===== src/rtl/i2c_br_pkg.sv =====
package i2c_br_pkg;
  typedef enum logic [2:0] {
    ST_IDLE,
    ST_DEV1,
    ST_DEV2,
    ST_ADDR,
    ST_WDATA,
    ST_RDATA
  } br_state_e;
endpackage


===== src/rtl/i2c_glitch_filter.sv =====
module i2c_glitch_filter #(
  parameter int SYNC_STAGES = 2,
  parameter int WIN         = 3
) (
  input  logic clk_i,
  input  logic rst_ni,
  input  logic line_i,
  output logic line_o
);
  localparam int HALF = WIN / 2;

  logic [SYNC_STAGES-1:0] sync_q;
  logic [WIN-1:0]         win_q;

  always_ff @(posedge clk_i or negedge rst_ni) begin
    if (!rst_ni) begin
      sync_q <= '1;
      win_q  <= '1;
      line_o <= 1'b1;
    end else begin
      sync_q <= {sync_q[SYNC_STAGES-2:0], line_i};
      win_q  <= {win_q[WIN-2:0], sync_q[SYNC_STAGES-1]};
      line_o <= ($countones(win_q) > HALF);
    end
  end
endmodule


===== src/rtl/i2c_bus_events.sv =====
module i2c_bus_events (
  input  logic clk_i,
  input  logic rst_ni,
  input  logic scl_i,
  input  logic sda_i,
  output logic scl_rise_o,
  output logic scl_fall_o,
  output logic start_o,
  output logic stop_o
);
  logic scl_q, sda_q;

  always_ff @(posedge clk_i or negedge rst_ni) begin
    if (!rst_ni) begin
      scl_q <= 1'b1;
      sda_q <= 1'b1;
    end else begin
      scl_q <= scl_i;
      sda_q <= sda_i;
    end
  end

  assign scl_rise_o = scl_i & ~scl_q;
  assign scl_fall_o = ~scl_i & scl_q;
  // SDA moving while SCL stays high
  assign start_o    = scl_i & scl_q & sda_q & ~sda_i;
  assign stop_o     = scl_i & scl_q & ~sda_q & sda_i;
endmodule


===== src/rtl/i2c_target_fsm.sv =====
module i2c_target_fsm
  import i2c_br_pkg::*;
#(
  parameter int ADDR_W = 22,
  parameter int DATA_W = 32
) (
  input  logic              clk_i,
  input  logic              rst_ni,
  input  logic              scl_rise_i,
  input  logic              scl_fall_i,
  input  logic              start_i,
  input  logic              stop_i,
  input  logic              sda_i,
  input  logic              mode10_i,
  input  logic [9:0]        dev_id_i,
  input  logic [DATA_W-1:0] reg_rdata_i,
  output logic              sda_oe_o,
  output logic [ADDR_W-1:0] reg_addr_o,
  output logic [DATA_W-1:0] reg_wdata_o,
  output logic              reg_we_o,
  output logic              reg_re_o
);
  localparam int NBYTES = DATA_W / 8;
  localparam int ABYTES = (ADDR_W + 7) / 8;
  localparam int MAXB   = (NBYTES > ABYTES) ? NBYTES : ABYTES;
  localparam int IDX_W  = $clog2(MAXB) + 1;
  localparam logic [IDX_W-1:0] LAST_A = IDX_W'(ABYTES - 1);
  localparam logic [IDX_W-1:0] LAST_D = IDX_W'(NBYTES - 1);

  br_state_e         state_q, nxt_q, nxt;
  logic [3:0]        bit_q;
  logic [7:0]        sh_q;
  logic              ack_q, mnack_q, hit, rd_req;
  logic [IDX_W-1:0]  idx_q;
  logic [ADDR_W-1:0] astage_q;
  logic [DATA_W-1:0] wstage_q, rd_q;

  // decode of a completed byte in a receive state
  always_comb begin
    hit    = 1'b0;
    nxt    = ST_IDLE;
    rd_req = 1'b0;
    case (state_q)
      ST_DEV1: begin
        rd_req = sh_q[0];
        if (mode10_i) begin
          hit = (sh_q[7:3] == 5'b11110) && (sh_q[2:1] == dev_id_i[9:8]);
          nxt = sh_q[0] ? ST_RDATA : ST_DEV2;
        end else begin
          hit = (sh_q[7:1] == dev_id_i[6:0]);
          nxt = sh_q[0] ? ST_RDATA : ST_ADDR;
        end
      end
      ST_DEV2: begin
        hit = (sh_q == dev_id_i[7:0]);
        nxt = ST_ADDR;
      end
      ST_ADDR: begin
        hit = 1'b1;
        nxt = (idx_q == LAST_A) ? ST_WDATA : ST_ADDR;
      end
      ST_WDATA: begin
        hit = 1'b1;
        nxt = (idx_q == LAST_D) ? ST_IDLE : ST_WDATA;
      end
      default: ;
    endcase
  end

  always_ff @(posedge clk_i or negedge rst_ni) begin
    if (!rst_ni) begin
      state_q     <= ST_IDLE;
      nxt_q       <= ST_IDLE;
      bit_q       <= '0;
      sh_q        <= '0;
      ack_q       <= 1'b0;
      mnack_q     <= 1'b0;
      idx_q       <= '0;
      astage_q    <= '0;
      wstage_q    <= '0;
      rd_q        <= '0;
      sda_oe_o    <= 1'b0;
      reg_addr_o  <= '0;
      reg_wdata_o <= '0;
      reg_we_o    <= 1'b0;
      reg_re_o    <= 1'b0;
    end else begin
      reg_we_o <= 1'b0;
      reg_re_o <= 1'b0;
      if (reg_re_o) rd_q <= reg_rdata_i;
      if (start_i) begin
        state_q  <= ST_DEV1;
        bit_q    <= '0;
        ack_q    <= 1'b0;
        idx_q    <= '0;
        sda_oe_o <= 1'b0;
      end else if (stop_i) begin
        state_q  <= ST_IDLE;
        ack_q    <= 1'b0;
        sda_oe_o <= 1'b0;
      end else begin
        case (state_q)
          ST_DEV1, ST_DEV2, ST_ADDR, ST_WDATA: begin
            if (scl_rise_i && !ack_q) begin
              sh_q  <= {sh_q[6:0], sda_i};
              bit_q <= bit_q + 4'd1;
            end else if (scl_fall_i && !ack_q && bit_q == 4'd8) begin
              if (hit) begin
                ack_q    <= 1'b1;
                sda_oe_o <= 1'b1;
                nxt_q    <= nxt;
                case (state_q)
                  ST_DEV1: begin
                    idx_q    <= '0;
                    reg_re_o <= rd_req;
                  end
                  ST_ADDR: begin
                    astage_q <= {astage_q[ADDR_W-9:0], sh_q};
                    if (idx_q == LAST_A) begin
                      reg_addr_o <= {astage_q[ADDR_W-9:0], sh_q};
                      idx_q      <= '0;
                    end else begin
                      idx_q <= idx_q + 1'b1;
                    end
                  end
                  ST_WDATA: begin
                    wstage_q <= {wstage_q[DATA_W-9:0], sh_q};
                    idx_q    <= idx_q + 1'b1;
                    if (idx_q == LAST_D) begin
                      reg_wdata_o <= {wstage_q[DATA_W-9:0], sh_q};
                      reg_we_o    <= 1'b1;
                    end
                  end
                  default: ;
                endcase
              end else begin
                state_q <= ST_IDLE;
              end
            end else if (scl_fall_i && ack_q) begin
              ack_q    <= 1'b0;
              bit_q    <= '0;
              state_q  <= nxt_q;
              sda_oe_o <= (nxt_q == ST_RDATA) ? ~rd_q[DATA_W-1] : 1'b0;
            end
          end
          ST_RDATA: begin
            if (scl_rise_i) begin
              if (ack_q) mnack_q <= sda_i;
              else       bit_q   <= bit_q + 4'd1;
            end else if (scl_fall_i) begin
              if (ack_q) begin
                ack_q <= 1'b0;
                if (mnack_q || idx_q == LAST_D) begin
                  state_q  <= ST_IDLE;
                  sda_oe_o <= 1'b0;
                end else begin
                  idx_q    <= idx_q + 1'b1;
                  bit_q    <= '0;
                  sda_oe_o <= ~rd_q[DATA_W-1];
                end
              end else if (bit_q == 4'd8) begin
                rd_q     <= rd_q << 1;
                sda_oe_o <= 1'b0;
                ack_q    <= 1'b1;
              end else begin
                rd_q     <= rd_q << 1;
                sda_oe_o <= ~rd_q[DATA_W-2];
              end
            end
          end
          default: ;
        endcase
      end
    end
  end
endmodule


===== src/rtl/i2c_reg_bridge.sv =====
module i2c_reg_bridge #(
  parameter int ADDR_W      = 22,
  parameter int DATA_W      = 32,
  parameter int SYNC_STAGES = 2,
  parameter int FILT_WIN    = 3
) (
  input  logic              clk_i,
  input  logic              rst_ni,
  input  logic              scl_i,
  input  logic              sda_i,
  output logic              sda_oe_o,
  input  logic              mode10_i,
  input  logic [9:0]        dev_id_i,
  output logic [ADDR_W-1:0] reg_addr_o,
  output logic [DATA_W-1:0] reg_wdata_o,
  output logic              reg_we_o,
  output logic              reg_re_o,
  input  logic [DATA_W-1:0] reg_rdata_i
);
  logic [1:0] raw, filt;
  logic       scl_f, sda_f;
  logic       scl_rise, scl_fall, start, stop;

  assign raw = {sda_i, scl_i};

  for (genvar g = 0; g < 2; g++) begin : g_filt
    i2c_glitch_filter #(
      .SYNC_STAGES(SYNC_STAGES),
      .WIN        (FILT_WIN)
    ) u_filt (
      .clk_i (clk_i),
      .rst_ni(rst_ni),
      .line_i(raw[g]),
      .line_o(filt[g])
    );
  end

  assign scl_f = filt[0];
  assign sda_f = filt[1];

  i2c_bus_events u_evt (
    .clk_i     (clk_i),
    .rst_ni    (rst_ni),
    .scl_i     (scl_f),
    .sda_i     (sda_f),
    .scl_rise_o(scl_rise),
    .scl_fall_o(scl_fall),
    .start_o   (start),
    .stop_o    (stop)
  );

  i2c_target_fsm #(
    .ADDR_W(ADDR_W),
    .DATA_W(DATA_W)
  ) u_fsm (
    .clk_i      (clk_i),
    .rst_ni     (rst_ni),
    .scl_rise_i (scl_rise),
    .scl_fall_i (scl_fall),
    .start_i    (start),
    .stop_i     (stop),
    .sda_i      (sda_f),
    .mode10_i   (mode10_i),
    .dev_id_i   (dev_id_i),
    .reg_rdata_i(reg_rdata_i),
    .sda_oe_o   (sda_oe_o),
    .reg_addr_o (reg_addr_o),
    .reg_wdata_o(reg_wdata_o),
    .reg_we_o   (reg_we_o),
    .reg_re_o   (reg_re_o)
  );
endmodule


===== config.mk =====
export PLATFORM = sky130hd
export DESIGN_NAME = i2c_reg_bridge
export DESIGN_NICKNAME = d
export VERILOG_FILES = /design/src/rtl/i2c_br_pkg.sv /design/src/rtl/i2c_glitch_filter.sv /design/src/rtl/i2c_bus_events.sv /design/src/rtl/i2c_target_fsm.sv /design/src/rtl/i2c_reg_bridge.sv
export SDC_FILE = /design/constraint.sdc
export NUM_CORES = 1
export LEC_CHECK = 0
export ABC_AREA = 1
export BUFFER_PORTS_ARGS = -buffer_cell sky130_fd_sc_hd__buf_2
export CAP_MARGIN = 10
export CORE_MARGIN = 3
export CORE_UTILIZATION = 52
export CTS_CLUSTER_SIZE = 14
export DETAILED_ROUTE_END_ITERATION = 12
export GPL_ROUTABILITY_DRIVEN = 1
export PLACE_DENSITY = 0.78
export SLEW_MARGIN = 20
export SYNTH_ARGS = -nofsm -noshare
export SYNTH_HDL_FRONTEND = slang
export SYNTH_HIERARCHICAL = 1
export SYNTH_SLANG_ARGS = --single-unit

===== constraint.sdc =====
create_clock -name clk_i -period 2.1 [get_ports clk_i]
set_clock_uncertainty 0.15 [all_clocks]
set_input_delay 0.21 -clock clk_i [delete_from_list [all_inputs] [get_ports clk_i]]
set_output_delay 0.21 -clock clk_i [all_outputs]
set_load 0.02 [all_outputs]

==> out/metrics.yaml <==
outcome: "finished, violations left"
violations: "negative setup slack"
final_util: 0.747
arrival_ns: 2.27
final-instance-count-excl-fill: 1264
coreArea_sq_um: 13600
fin_area_sq_um: 10100
final_max_slew_viol_count: 0
synth.net_count: 927
pin_count: 104
synth-seq-cells: 164
layout-drive-gt1-share: 0.320
path_clk_slew_ns: 0.07
fmax_mhz: 473
grt.overflow.total: 0
place_area_sq_um: 8430
drc: 0
cts_tree: "built"
drt-initial-drc-count: 564
synth_edf_count: 0
synthCells: 873
synth-seq-area-share: 0.557
rr_worst_depth: 13
vias_per_cell: 5.30
wl_per_cell_um: 15.5
ctsRootBufferMaster: "clkbuf_16"
rsz0062_at_grt: "true"
worst_pin_slew_ns: 0.525
synthesis.area_sq_um: 7400
h-tree-depth: 4
crit_chain: "inv_2, nand2_2, nand2_1, nor2_1, nand3_1, nor2_2, nor2_4, nand2_8, buf_6, nand4_4, buf_12, nand2_1, o21ai_1"
cpMostUsedCell: "nand2_1"
critPathMaxFanout: 18
grt_max_degree: 65
diodes: 0
finalCritPeriodShare: 1.01
vias: 6695
hold_class: "input pin to flop"
chipHeight_um: 125
start_util: 0.546
placed_cells: 1163
worstHoldEndpoint: "u_fsm/rd_q[2]"
antenna_found_initial: 1
async_reset_ff_frac: 1.00
yosys_most_used_dff: "dfrtp_1"
slowest_delay_ns: 0.45
slew_headroom: 0.650
numPortBuffers: 103
cap_violations: 0
die_w_um: 125
cts_buffer_depth: 2
routed_wirelength_mm: 19.6
fin_setup_tns_ns: -0.0380
die_area_sq_um: 15700
r2r_end: "u_fsm/reg_wdata_o[3]"
dp_slack_ns: -0.144
worstPathRequired_ns: 2.26
powerDensity_nw_per_um2: 1010
syn_to_final_growth_pct: 36.9
finalCriticalPeriod_ns: 2.11
numCtsBuffers: 17
nets: 1130
cp-start-kind: "flop"
ant_nets: 0
cts_sinks: 164
p_leak_nw: 4.97
worstHoldStart: "reg_rdata_i[2]"
reg2reg_setup_slack_ns: -0.01
rows: 42
grt_pass1_wl_mm: 28.7
clk_latency_ns: 0.43
gp_congestion: 0.887
final_common_cell: "nand2_1"
synthDistinctLibCells: 43
reg2reg_from: "u_fsm/sh_q[1]"
holdPathStages: 5
finalSetupViolCount: 4
place_hpwl_mm: 10.7
avgSynthCellArea_sq_um: 8.48
most-common-layout-cells: "219 x nand2_1, 146 x dfrtp_1, 106 x inv_1"
ys_warn_count: 6
peakVddDrop_v: 0.000866
end_kind: "flop"
finalHoldViolations: 0
grt_pass1_vias: 6099
dr.pass1.iters: 5
total_power_mw: 10.3
whs_ns: 0.0128
grt_usage: 0.224
layout_setup_ws_ns: -0.0147
cp_slowest_cell: "dfrtp_2"
crit_type: "flop to flop"
-- worst max-delay path: cells and delay by family (launching register included) --
kind                   cells  cell delay (ns)
AND/OR/NAND/NOR            9             0.91
buffers and inverters      3             0.39
flip-flops                 1             0.45
AO/OA/AOI/OAI              1             0.08
-- how the worst max path moves through the flow --
stage,startpoint,end,slack [ns]
after floorplan,g_filt[1].u_filt/line_o,u_fsm/wstage_q[18],0.005
after global placement,g_filt[0].u_filt/line_o,u_fsm/sda_oe_o,-0.008
after detailed placement,g_filt[1].u_filt/line_o,u_fsm/astage_q[10],-0.14
after CTS,u_evt/scl_q,u_fsm/reg_addr_o[0],-0.0002
after global routing,u_fsm/sh_q[1],u_fsm/reg_wdata_o[27],-0.10
final,u_fsm/sh_q[1],u_fsm/reg_wdata_o[3],-0.01
-- cells in the mapped netlist, drive strengths merged (2+ instances only) --
| cell | n | area [sq um] |
|---|---|---|
| nand2 | 261 | 990 |
| o21ai | 175 | 891 |
| dfrtp | 150 | 3750 |
| inv | 126 | 473 |
| nor2 | 32 | 135 |
| nand3 | 25 | 168 |
| buf | 17 | 104 |
| clkbuf | 17 | 65.1 |
| dfstp | 14 | 368 |
| nor3 | 13 | 70.1 |
| nand4 | 9 | 108 |
| ha | 7 | 87.6 |
| a21oi | 6 | 33.8 |
| nor4 | 3 | 18.8 |
| clkinv | 2 | 7.51 |
| o211ai | 2 | 15.0 |
| xnor2 | 2 | 17.5 |
| xor2 | 2 | 17.5 |
-- sequential cells by signal, summed over array words and instances, names as in the netlist, 2 cells and up --
register              flops
u_fsm/reg_wdata_o        32
u_fsm/bit_q               4
u_fsm/sh_q                8
u_fsm/idx_q               3
g_filt.u_filt/line_o      2
u_fsm/reg_addr_o         22
u_fsm/state_q             3
u_fsm/astage_q           14
u_fsm/wstage_q           24
g_filt.u_filt/win_q       6
u_fsm/rd_q               32
g_filt.u_filt/sync_q      4
u_fsm/nxt_q               3
-- where the power goes --
part / internal (mW) / switching [mW]
Sequential: 3.62 / 0.253
Combinational: 1.37 / 2.01
Clock: 1.68 / 1.32
-- repair_timing --
action | 4_1_cts | 5_1_grt
endpoints found under the setup margin | 97 | 139
resized for setup | 16 | 115
hold endpoints to repair | 182 | 0
setup buffers | 3 | 24
gates cloned | 1 | 9
pin swaps | 6 | 21
hold buffers | 33 | 0
-- final cells by class --
type | instances | area, sq um
Clock buffer | 19 | 443
Inverter | 128 | 498
Multi-Input combinational cell | 550 | 3010
Tap cell | 176 | 220
Fill cell | 886 | 3430
Timing Repair Buffer | 215 | 1710
Sequential cell | 164 | 4130
Clock inverter | 12 | 121
-- logic make-up (layout without fill, tap and decap cells) --
kind of cell             Yosys count  in the layout  synth area share
AO/OA/AOI/OAI                    189            189             0.134
XOR/XNOR                           4              4           0.00474
multiplexers                       1              1           0.00135
AND/OR/NAND/NOR                  346            349             0.204
adder cells (fa/ha/maj)            7              7            0.0118
buffers and inverters            162            374            0.0878
flip-flops                       164            164             0.557
-- routing by layer --
metal | vias to the layer above | wire length, um | global-route usage
li1 | 3200 | - | -
met4 | 2 | 493 | 0.0784
met5 | - | 9 | 0
met1 | 3190 | 8180 | 0.294
met3 | 46 | 1070 | 0.0567
met2 | 257 | 9890 | 0.365
No activity file was read; power rests on OpenSTA's default activity.
